--- config.mk ---
export PLATFORM = sky130hd
export DESIGN_NAME = prio_irq_ctrl
export DESIGN_NICKNAME = d
export VERILOG_FILES = /design/src/rtl/prio_irq_pkg.sv /design/src/rtl/prio_irq_regs.sv /design/src/rtl/prio_irq_flags.sv /design/src/rtl/prio_irq_pick.sv /design/src/rtl/prio_irq_ctrl.sv
export SDC_FILE = /design/constraint.sdc
export NUM_CORES = 1
export LEC_CHECK = 0
export CAP_MARGIN = 0
export CELL_PAD_IN_SITES_DETAIL_PLACEMENT = 2
export CELL_PAD_IN_SITES_GLOBAL_PLACEMENT = 2
export CORE_ASPECT_RATIO = 0.9
export CORE_MARGIN = 1.5
export CORE_UTILIZATION = 37
export CTS_CLUSTER_SIZE = 14
export DETAILED_ROUTE_END_ITERATION = 16
export PLACE_DENSITY_LB_ADDON = 0.1
export RECOVER_POWER = 50
export SETUP_SLACK_MARGIN = 0.05
export SLEW_MARGIN = 0
export SYNTH_ARGS = -nofsm -noshare
export SYNTH_HDL_FRONTEND = slang
export SYNTH_SLANG_ARGS = --single-unit
--- constraint.sdc ---
create_clock -name clk -period 26.9 [get_ports clk]
set_clock_uncertainty 0.1 [all_clocks]
set_input_delay 8.07 -clock clk [delete_from_list [all_inputs] [get_ports clk]]
set_output_delay 8.07 -clock clk [all_outputs]
set_load 0.03 [all_outputs]
--- src/rtl/prio_irq_pkg.sv ---
// Package: shared constants for the leveled priority interrupt arbiter.
// Assumes byte-wide registers and a fixed three-bit urgency level.
package prio_irq_pkg;
    localparam int LVL_W  = 3;   // width of one urgency level
    localparam int REG_W  = 8;   // register port data width
    localparam int SLOT_W = 4;   // bit stride between two levels in one byte
    localparam int PER_LVL_REG = REG_W / SLOT_W;  // lines per level byte

    // Region of the register map an address falls in
    typedef enum logic [1:0] {
        RG_LVL  = 2'd0,
        RG_ENA  = 2'd1,
        RG_FLG  = 2'd2,
        RG_NONE = 2'd3
    } region_e;
endpackage

--- src/rtl/prio_irq_regs.sv ---
// Module: level and enable register file with byte-wide write and read.
// Decodes write-1-to-clear strobes for the flag bytes and muxes read data.
// Assumes one write per cycle; reads are combinational and side-effect free.
module prio_irq_regs
    import prio_irq_pkg::*;
#(
    parameter int NUM_SRC  = 18,
    parameter int ADDR_W   = 5,
    parameter int LVL_BASE = 0,
    parameter int ENA_BASE = 16,
    parameter int FLG_BASE = 24
) (
    input  logic                          clk,
    input  logic                          rst_n,
    input  logic                          wr_en,
    input  logic [ADDR_W-1:0]             wr_addr,
    input  logic [REG_W-1:0]              wr_data,
    input  logic [ADDR_W-1:0]             rd_addr,
    input  logic [NUM_SRC-1:0]            flag_q,
    output logic [NUM_SRC-1:0]            ena_q,
    output logic [NUM_SRC-1:0][LVL_W-1:0] lvl_q,
    output logic [NUM_SRC-1:0]            clr_mask,
    output logic [REG_W-1:0]              rd_data
);
    localparam int LVL_REGS = (NUM_SRC + PER_LVL_REG - 1) / PER_LVL_REG;
    localparam int BIT_REGS = (NUM_SRC + REG_W - 1) / REG_W;

    // Classify an address into a register region and return its index
    function automatic region_e classify(input logic [ADDR_W-1:0] a, output int idx);
        int ai;
        ai  = int'(a);
        idx = 0;
        if (ai >= LVL_BASE && ai < LVL_BASE + LVL_REGS) begin
            idx = ai - LVL_BASE;
            return RG_LVL;
        end
        if (ai >= ENA_BASE && ai < ENA_BASE + BIT_REGS) begin
            idx = ai - ENA_BASE;
            return RG_ENA;
        end
        if (ai >= FLG_BASE && ai < FLG_BASE + BIT_REGS) begin
            idx = ai - FLG_BASE;
            return RG_FLG;
        end
        return RG_NONE;
    endfunction

    region_e wr_rg;
    int      wr_idx;
    region_e rd_rg;
    int      rd_idx;

    // Decode the write address once per cycle
    always_comb begin
        wr_rg = classify(wr_addr, wr_idx);
    end

    // Update level and enable registers on writes to their bytes
    always_ff @(posedge clk) begin
        if (!rst_n) begin
            ena_q <= '0;
            lvl_q <= '0;
        end else if (wr_en) begin
            for (int i = 0; i < NUM_SRC; i++) begin
                if (wr_rg == RG_LVL && wr_idx == i / PER_LVL_REG)
                    lvl_q[i] <= wr_data[(i % PER_LVL_REG) * SLOT_W +: LVL_W];
                if (wr_rg == RG_ENA && wr_idx == i / REG_W)
                    ena_q[i] <= wr_data[i % REG_W];
            end
        end
    end

    // Form the per-line clear strobes from writes to flag bytes
    always_comb begin
        clr_mask = '0;
        for (int i = 0; i < NUM_SRC; i++) begin
            clr_mask[i] = wr_en && wr_rg == RG_FLG && wr_idx == i / REG_W
                          && wr_data[i % REG_W];
        end
    end

    // Assemble the read byte for the addressed register
    always_comb begin
        rd_rg   = classify(rd_addr, rd_idx);
        rd_data = '0;
        for (int i = 0; i < NUM_SRC; i++) begin
            if (rd_rg == RG_LVL && rd_idx == i / PER_LVL_REG)
                rd_data[(i % PER_LVL_REG) * SLOT_W +: LVL_W] = lvl_q[i];
            if (rd_rg == RG_ENA && rd_idx == i / REG_W)
                rd_data[i % REG_W] = ena_q[i];
            if (rd_rg == RG_FLG && rd_idx == i / REG_W)
                rd_data[i % REG_W] = flag_q[i];
        end
    end
endmodule

--- src/rtl/prio_irq_flags.sv ---
// Module: sticky pending flags, one per line.
// A flag is set by an event pulse and cleared by its clear strobe.
// When both arrive in the same cycle the set takes precedence.
// Assumes events are synchronous to clk.
module prio_irq_flags #(
    parameter int NUM_SRC = 18
) (
    input  logic               clk,
    input  logic               rst_n,
    input  logic [NUM_SRC-1:0] evt,
    input  logic [NUM_SRC-1:0] clr_mask,
    output logic [NUM_SRC-1:0] flag_q
);
    // Hold each flag until cleared; a new event overrides a clear
    always_ff @(posedge clk) begin
        if (!rst_n) flag_q <= '0;
        else        flag_q <= (flag_q & ~clr_mask) | evt;
    end
endmodule

--- src/rtl/prio_irq_pick.sv ---
// Module: combinational winner selection among eligible lines.
// Highest level wins; on equal levels the lowest index wins.
// Assumes NUM_SRC >= 2 so that ID_W is at least one bit.
module prio_irq_pick
    import prio_irq_pkg::*;
#(
    parameter int NUM_SRC = 18,
    parameter int ID_W    = $clog2(NUM_SRC)
) (
    input  logic [NUM_SRC-1:0]            elig,
    input  logic [NUM_SRC-1:0][LVL_W-1:0] lvl,
    output logic                          found,
    output logic [ID_W-1:0]               win_id,
    output logic [LVL_W-1:0]              win_lvl
);
    // Scan from the top index down so a lower index replaces a tie
    always_comb begin
        found   = 1'b0;
        win_id  = '0;
        win_lvl = '0;
        for (int i = NUM_SRC - 1; i >= 0; i--) begin
            if (elig[i] && (!found || lvl[i] >= win_lvl)) begin
                found   = 1'b1;
                win_id  = ID_W'(i);
                win_lvl = lvl[i];
            end
        end
    end
endmodule

--- src/rtl/prio_irq_ctrl.sv ---
// Module: top of the leveled priority interrupt arbiter.
// Combines flags, enables and levels, picks a winner and gates it against
// the processor's global enable and current level. Outputs are registered.
// Assumes all inputs are synchronous to clk.
module prio_irq_ctrl
    import prio_irq_pkg::*;
#(
    parameter int NUM_SRC  = 18,
    parameter int ADDR_W   = 5,
    parameter int LVL_BASE = 0,
    parameter int ENA_BASE = 16,
    parameter int FLG_BASE = 24,
    localparam int ID_W    = $clog2(NUM_SRC)
) (
    input  logic               clk,
    input  logic               rst_n,
    input  logic [NUM_SRC-1:0] evt_i,
    input  logic               wr_en_i,
    input  logic [ADDR_W-1:0]  wr_addr_i,
    input  logic [REG_W-1:0]   wr_data_i,
    input  logic [ADDR_W-1:0]  rd_addr_i,
    output logic [REG_W-1:0]   rd_data_o,
    input  logic               cpu_ie_i,
    input  logic [LVL_W-1:0]   cpu_il_i,
    output logic               irq_req_o,
    output logic [ID_W-1:0]    irq_id_o,
    output logic [LVL_W-1:0]   irq_lvl_o
);
    logic [NUM_SRC-1:0]            flag_q;
    logic [NUM_SRC-1:0]            ena_q;
    logic [NUM_SRC-1:0][LVL_W-1:0] lvl_q;
    logic [NUM_SRC-1:0]            clr_mask;
    logic                          found;
    logic [ID_W-1:0]               win_id;
    logic [LVL_W-1:0]              win_lvl;
    logic                          accept;

    prio_irq_regs #(
        .NUM_SRC (NUM_SRC),
        .ADDR_W  (ADDR_W),
        .LVL_BASE(LVL_BASE),
        .ENA_BASE(ENA_BASE),
        .FLG_BASE(FLG_BASE)
    ) u_regs (
        .clk     (clk),
        .rst_n   (rst_n),
        .wr_en   (wr_en_i),
        .wr_addr (wr_addr_i),
        .wr_data (wr_data_i),
        .rd_addr (rd_addr_i),
        .flag_q  (flag_q),
        .ena_q   (ena_q),
        .lvl_q   (lvl_q),
        .clr_mask(clr_mask),
        .rd_data (rd_data_o)
    );

    prio_irq_flags #(.NUM_SRC(NUM_SRC)) u_flags (
        .clk     (clk),
        .rst_n   (rst_n),
        .evt     (evt_i),
        .clr_mask(clr_mask),
        .flag_q  (flag_q)
    );

    prio_irq_pick #(.NUM_SRC(NUM_SRC), .ID_W(ID_W)) u_pick (
        .elig   (flag_q & ena_q),
        .lvl    (lvl_q),
        .found  (found),
        .win_id (win_id),
        .win_lvl(win_lvl)
    );

    // Gate the winner by the processor's enable and strict level compare
    always_comb begin
        accept = found && cpu_ie_i && (cpu_il_i < win_lvl);
    end

    // Register the request; ID and level read zero when idle
    always_ff @(posedge clk) begin
        if (!rst_n) begin
            irq_req_o <= 1'b0;
            irq_id_o  <= '0;
            irq_lvl_o <= '0;
        end else begin
            irq_req_o <= accept;
            irq_id_o  <= accept ? win_id  : '0;
            irq_lvl_o <= accept ? win_lvl : '0;
        end
    end
endmodule

==> flow_summary.toml <==
[worst_setup_path]
r2r_start = "u_regs.lvl_q[51]$_SDFFE_PN0P_"
critical-path-top-delay-family = "compound AO/OA/AOI/OAI gates"
path_class = "reg2reg"
crit_fanout = 8
crit_slowest_cell = "or3_1"
critPathCaptureType = "flip-flop"
r2r_cells = 117
cpMostUsedCell = "ha_1"
cp.required_ns = 27.09
r2r_end = "irq_id_o[0]$_SDFF_PP0_"
worst-path-buf-inv = 3
critPathLaunchType = "flip-flop"
r2r_slack_ns = 1.39
arrival_ns = 25.70
cpPeakStageDelay_ns = 0.48

[timing]
max_freq_mhz = 39.2
finalMaxSlewViolations = 0
hold_viol = 0
period_needed_ns = 25.51
worstMarginPinSlew_ns = 1.13
min_period_over_period = 0.948
hold_ws_ns = 0.433
setup_violations = 0
max_slew_margin = 0.242

[cells_and_area]
seq_area_um2 = 1980
n_fill_cell = 2256
final_cells = 1238
fin_area_um2 = 9080
multi_input_area_um2 = 5610
area_growth_pct = 17.4
drive_above_1_share = 0.136
nets = 1072
n_antenna_cell = 0

[synthesis]
synth_nets = 1008
synth_ff_type = "dfxtp_1"
syn_avg_cell_area_um2 = 8.44
netlist_area_um2 = 7730
synth_sequential_area_ratio = 0.256
synth-edff-count = 0
ys_ff_latch = 99
synthArstFlopShare = 0
synth_cells = 916
synth_cell_types = 98
ys_warn_count = 0

[grt]
antenna_found_initial = 0
grt_max_degree = 92
grt_pass1_wl_um = 49900
gr-usage-all-layers = 0.301
grt-ovfl-total = 0
grt_pass1_vias = 8284

[route]
routedWlPerCell_um = 26.1
vias = 7607
drt-initial-drc-count = 497
routed_wl_um = 32300
firstDrtPassIters = 5
drt-vias-per-instance = 6.14
antenna_left = 0
drc = 0

[placed_design]
io_buffers = 59
gp_routability_congestion = 0.898
dp_hpwl_um = 24800
dp.cells = 1211
place_area_um2 = 8560

[pwr]
powerDensity_nw_per_um2 = 36.1
total_power_mw = 0.328
power_leakage_nw = 3.37
ir_drop_uv = 30.9

[cts]
cts.path.max_buffers = 2
cts_made_buffers = 9
cts_tree = "yes"
root_buffer = "clkbuf_16"
clock_latency_ns = 0.36
cts_sinks = 99
path_clk_slew_ns = 0.08
htreeDepth = 3

[worst_hold_path]
worstHoldStart = "u_regs.lvl_q[18]$_SDFFE_PN0P_"
hold_path_class = "reg2reg"
min_to = "u_regs.lvl_q[18]$_SDFFE_PN0P_"
min_path_cells = 2

[floorplan]
die_h_um = 140
rows = 49
io_pins = 60
start_util = 0.382
die_width_um = 155
core_um2 = 20200
dieArea_um2 = 21800

[run_status]
status = "completed"

[job]
maxCapViolCount = 0
==> worst min-delay path: stages (launching register included) <==
cell and delay [ns]:
dfxtp_1 0.33, mux2i_1 0.07, nor2b_1 0.10
==> layout make-up <==
class,count,share of cell area
clock buffer,9,0.0248
timing repair buffer,84,0.0847
multi-input combinational,750,0.618
inverter,36,0.0149
tap,255,0.0351
sequential,99,0.218
clock inverter,5,0.00441
==> report_power, final <==
part / leakage (nW) / internal (mW) / switching (mW)
clock network: 0.120 / 0.0623 / 0.0629
logic: 2.44 / 0.0196 / 0.0279
registers: 0.805 / 0.150 / 0.00596
==> sequential cells by signal, summed over array words and instances (netlist names) <==
name / flops
u_flags.flag_q: 18
u_regs.lvl_q: 54
irq_lvl_o: 3
irq_req_o: 1
irq_id_o: 5
u_regs.ena_q: 18
==> metal layers <==
layer / vias to the layer above / share of wire / wire length [um] / GRT usage
li1: 3494 / - / - / -
met1: 3908 / 0.47 / 15300 / 0.414
met2: 160 / 0.47 / 15100 / 0.497
met3: 45 / 0.040 / 1310 / 0.0362
met4: 0 / 0.019 / 630 / 0.0842
met5: - / 0 / 0 / 0
==> repair_timing <==
| item | CTS | global route |
|---|---|---|
| pin swaps | 1 | 9 |
| setup buffers | 1 | 12 |
| hold endpoints to repair | 0 | 0 |
| gates resized for setup | 13 | 23 |
| hold buffers | 0 | 0 |
| endpoints found under the setup margin | 9 | 9 |
==> layout by cell type, fill, tap and decap left out, types with 9 or more instances in the layout <==
cell	instances
nand3_1	19
nor3_1	23
and2_1	10
dfxtp_1	97
mux2i_1	79
ha_1	49
clkdlybuf4s50_1	48
nand2_1	83
nor2b_1	100
o21ai_0	22
inv_1	35
a21oi_1	59
or2_2	9
nand2b_1	18
dlygate4sd3_1	10
nor2_1	60
a21o_1	10
buf_4	24
a22oi_1	12
clkbuf_16	9
==> synthesized netlist by cell type (4+ instances only) <==
library cell / number / area share
o211ai_1: 7 / 0.0068
o22ai_1: 7 / 0.0057
o21ai_0: 27 / 0.017
nor3_1: 23 / 0.015
o21a_1: 7 / 0.0068
a21boi_0: 5 / 0.0049
nor2b_1: 100 / 0.081
nand2b_1: 18 / 0.015
a21oi_1: 63 / 0.041
mux2i_1: 80 / 0.10
mux2_2: 6 / 0.0087
nand4_1: 7 / 0.0057
inv_1: 36 / 0.017
and2_1: 10 / 0.0081
a21o_1: 10 / 0.0097
clkbuf_1: 27 / 0.013
a32oi_1: 4 / 0.0045
a31oi_1: 9 / 0.0073
a221oi_1: 7 / 0.0079
nand2_1: 84 / 0.041
or2_2: 9 / 0.0073
ha_1: 49 / 0.079
nand3_1: 19 / 0.012
nor2_1: 61 / 0.030
a222oi_1: 4 / 0.0052
o2111ai_1: 5 / 0.0057
a22oi_1: 12 / 0.012
dfxtp_1: 99 / 0.26
a211oi_1: 8 / 0.0078
==> worst max-delay path by stage <==
stage,from,end,cells after the start
2_1_floorplan,u_flags.flag_q[17]$_SDFF_PN0_,irq_id_o[0]$_SDFF_PP0_,116
3_3_place_gp,u_flags.flag_q[17]$_SDFF_PN0_,irq_id_o[0]$_SDFF_PP0_,113
3_5_place_dp,u_regs.ena_q[17]$_SDFFE_PN0P_,irq_id_o[0]$_SDFF_PP0_,115
4_1_cts,u_regs.ena_q[17]$_SDFFE_PN0P_,irq_id_o[0]$_SDFF_PP0_,115
5_1_grt,u_regs.lvl_q[51]$_SDFFE_PN0P_,irq_id_o[0]$_SDFF_PP0_,118
6_report,u_regs.lvl_q[51]$_SDFFE_PN0P_,irq_id_o[0]$_SDFF_PP0_,117
==> metrics by stage <==
step           TNS [ns]  utilization  worst slack (ns)
5_1_grt         -0.0537        0.449           -0.0537
3_3_place_gp          0        0.423             0.981
2_1_floorplan         0            -              3.02
6_report              0        0.449              1.39
3_5_place_dp      -3.96        0.423            -0.596
4_1_cts               0        0.440            0.0677
==> cell families after synthesis <==
group | share of synthesized area
compound gates | 0.245
flops | 0.256
fa+ha+maj | 0.0793
mux | 0.125
simple gates | 0.256
buf+inv | 0.0391
Power figures use the tool's default switching activity.
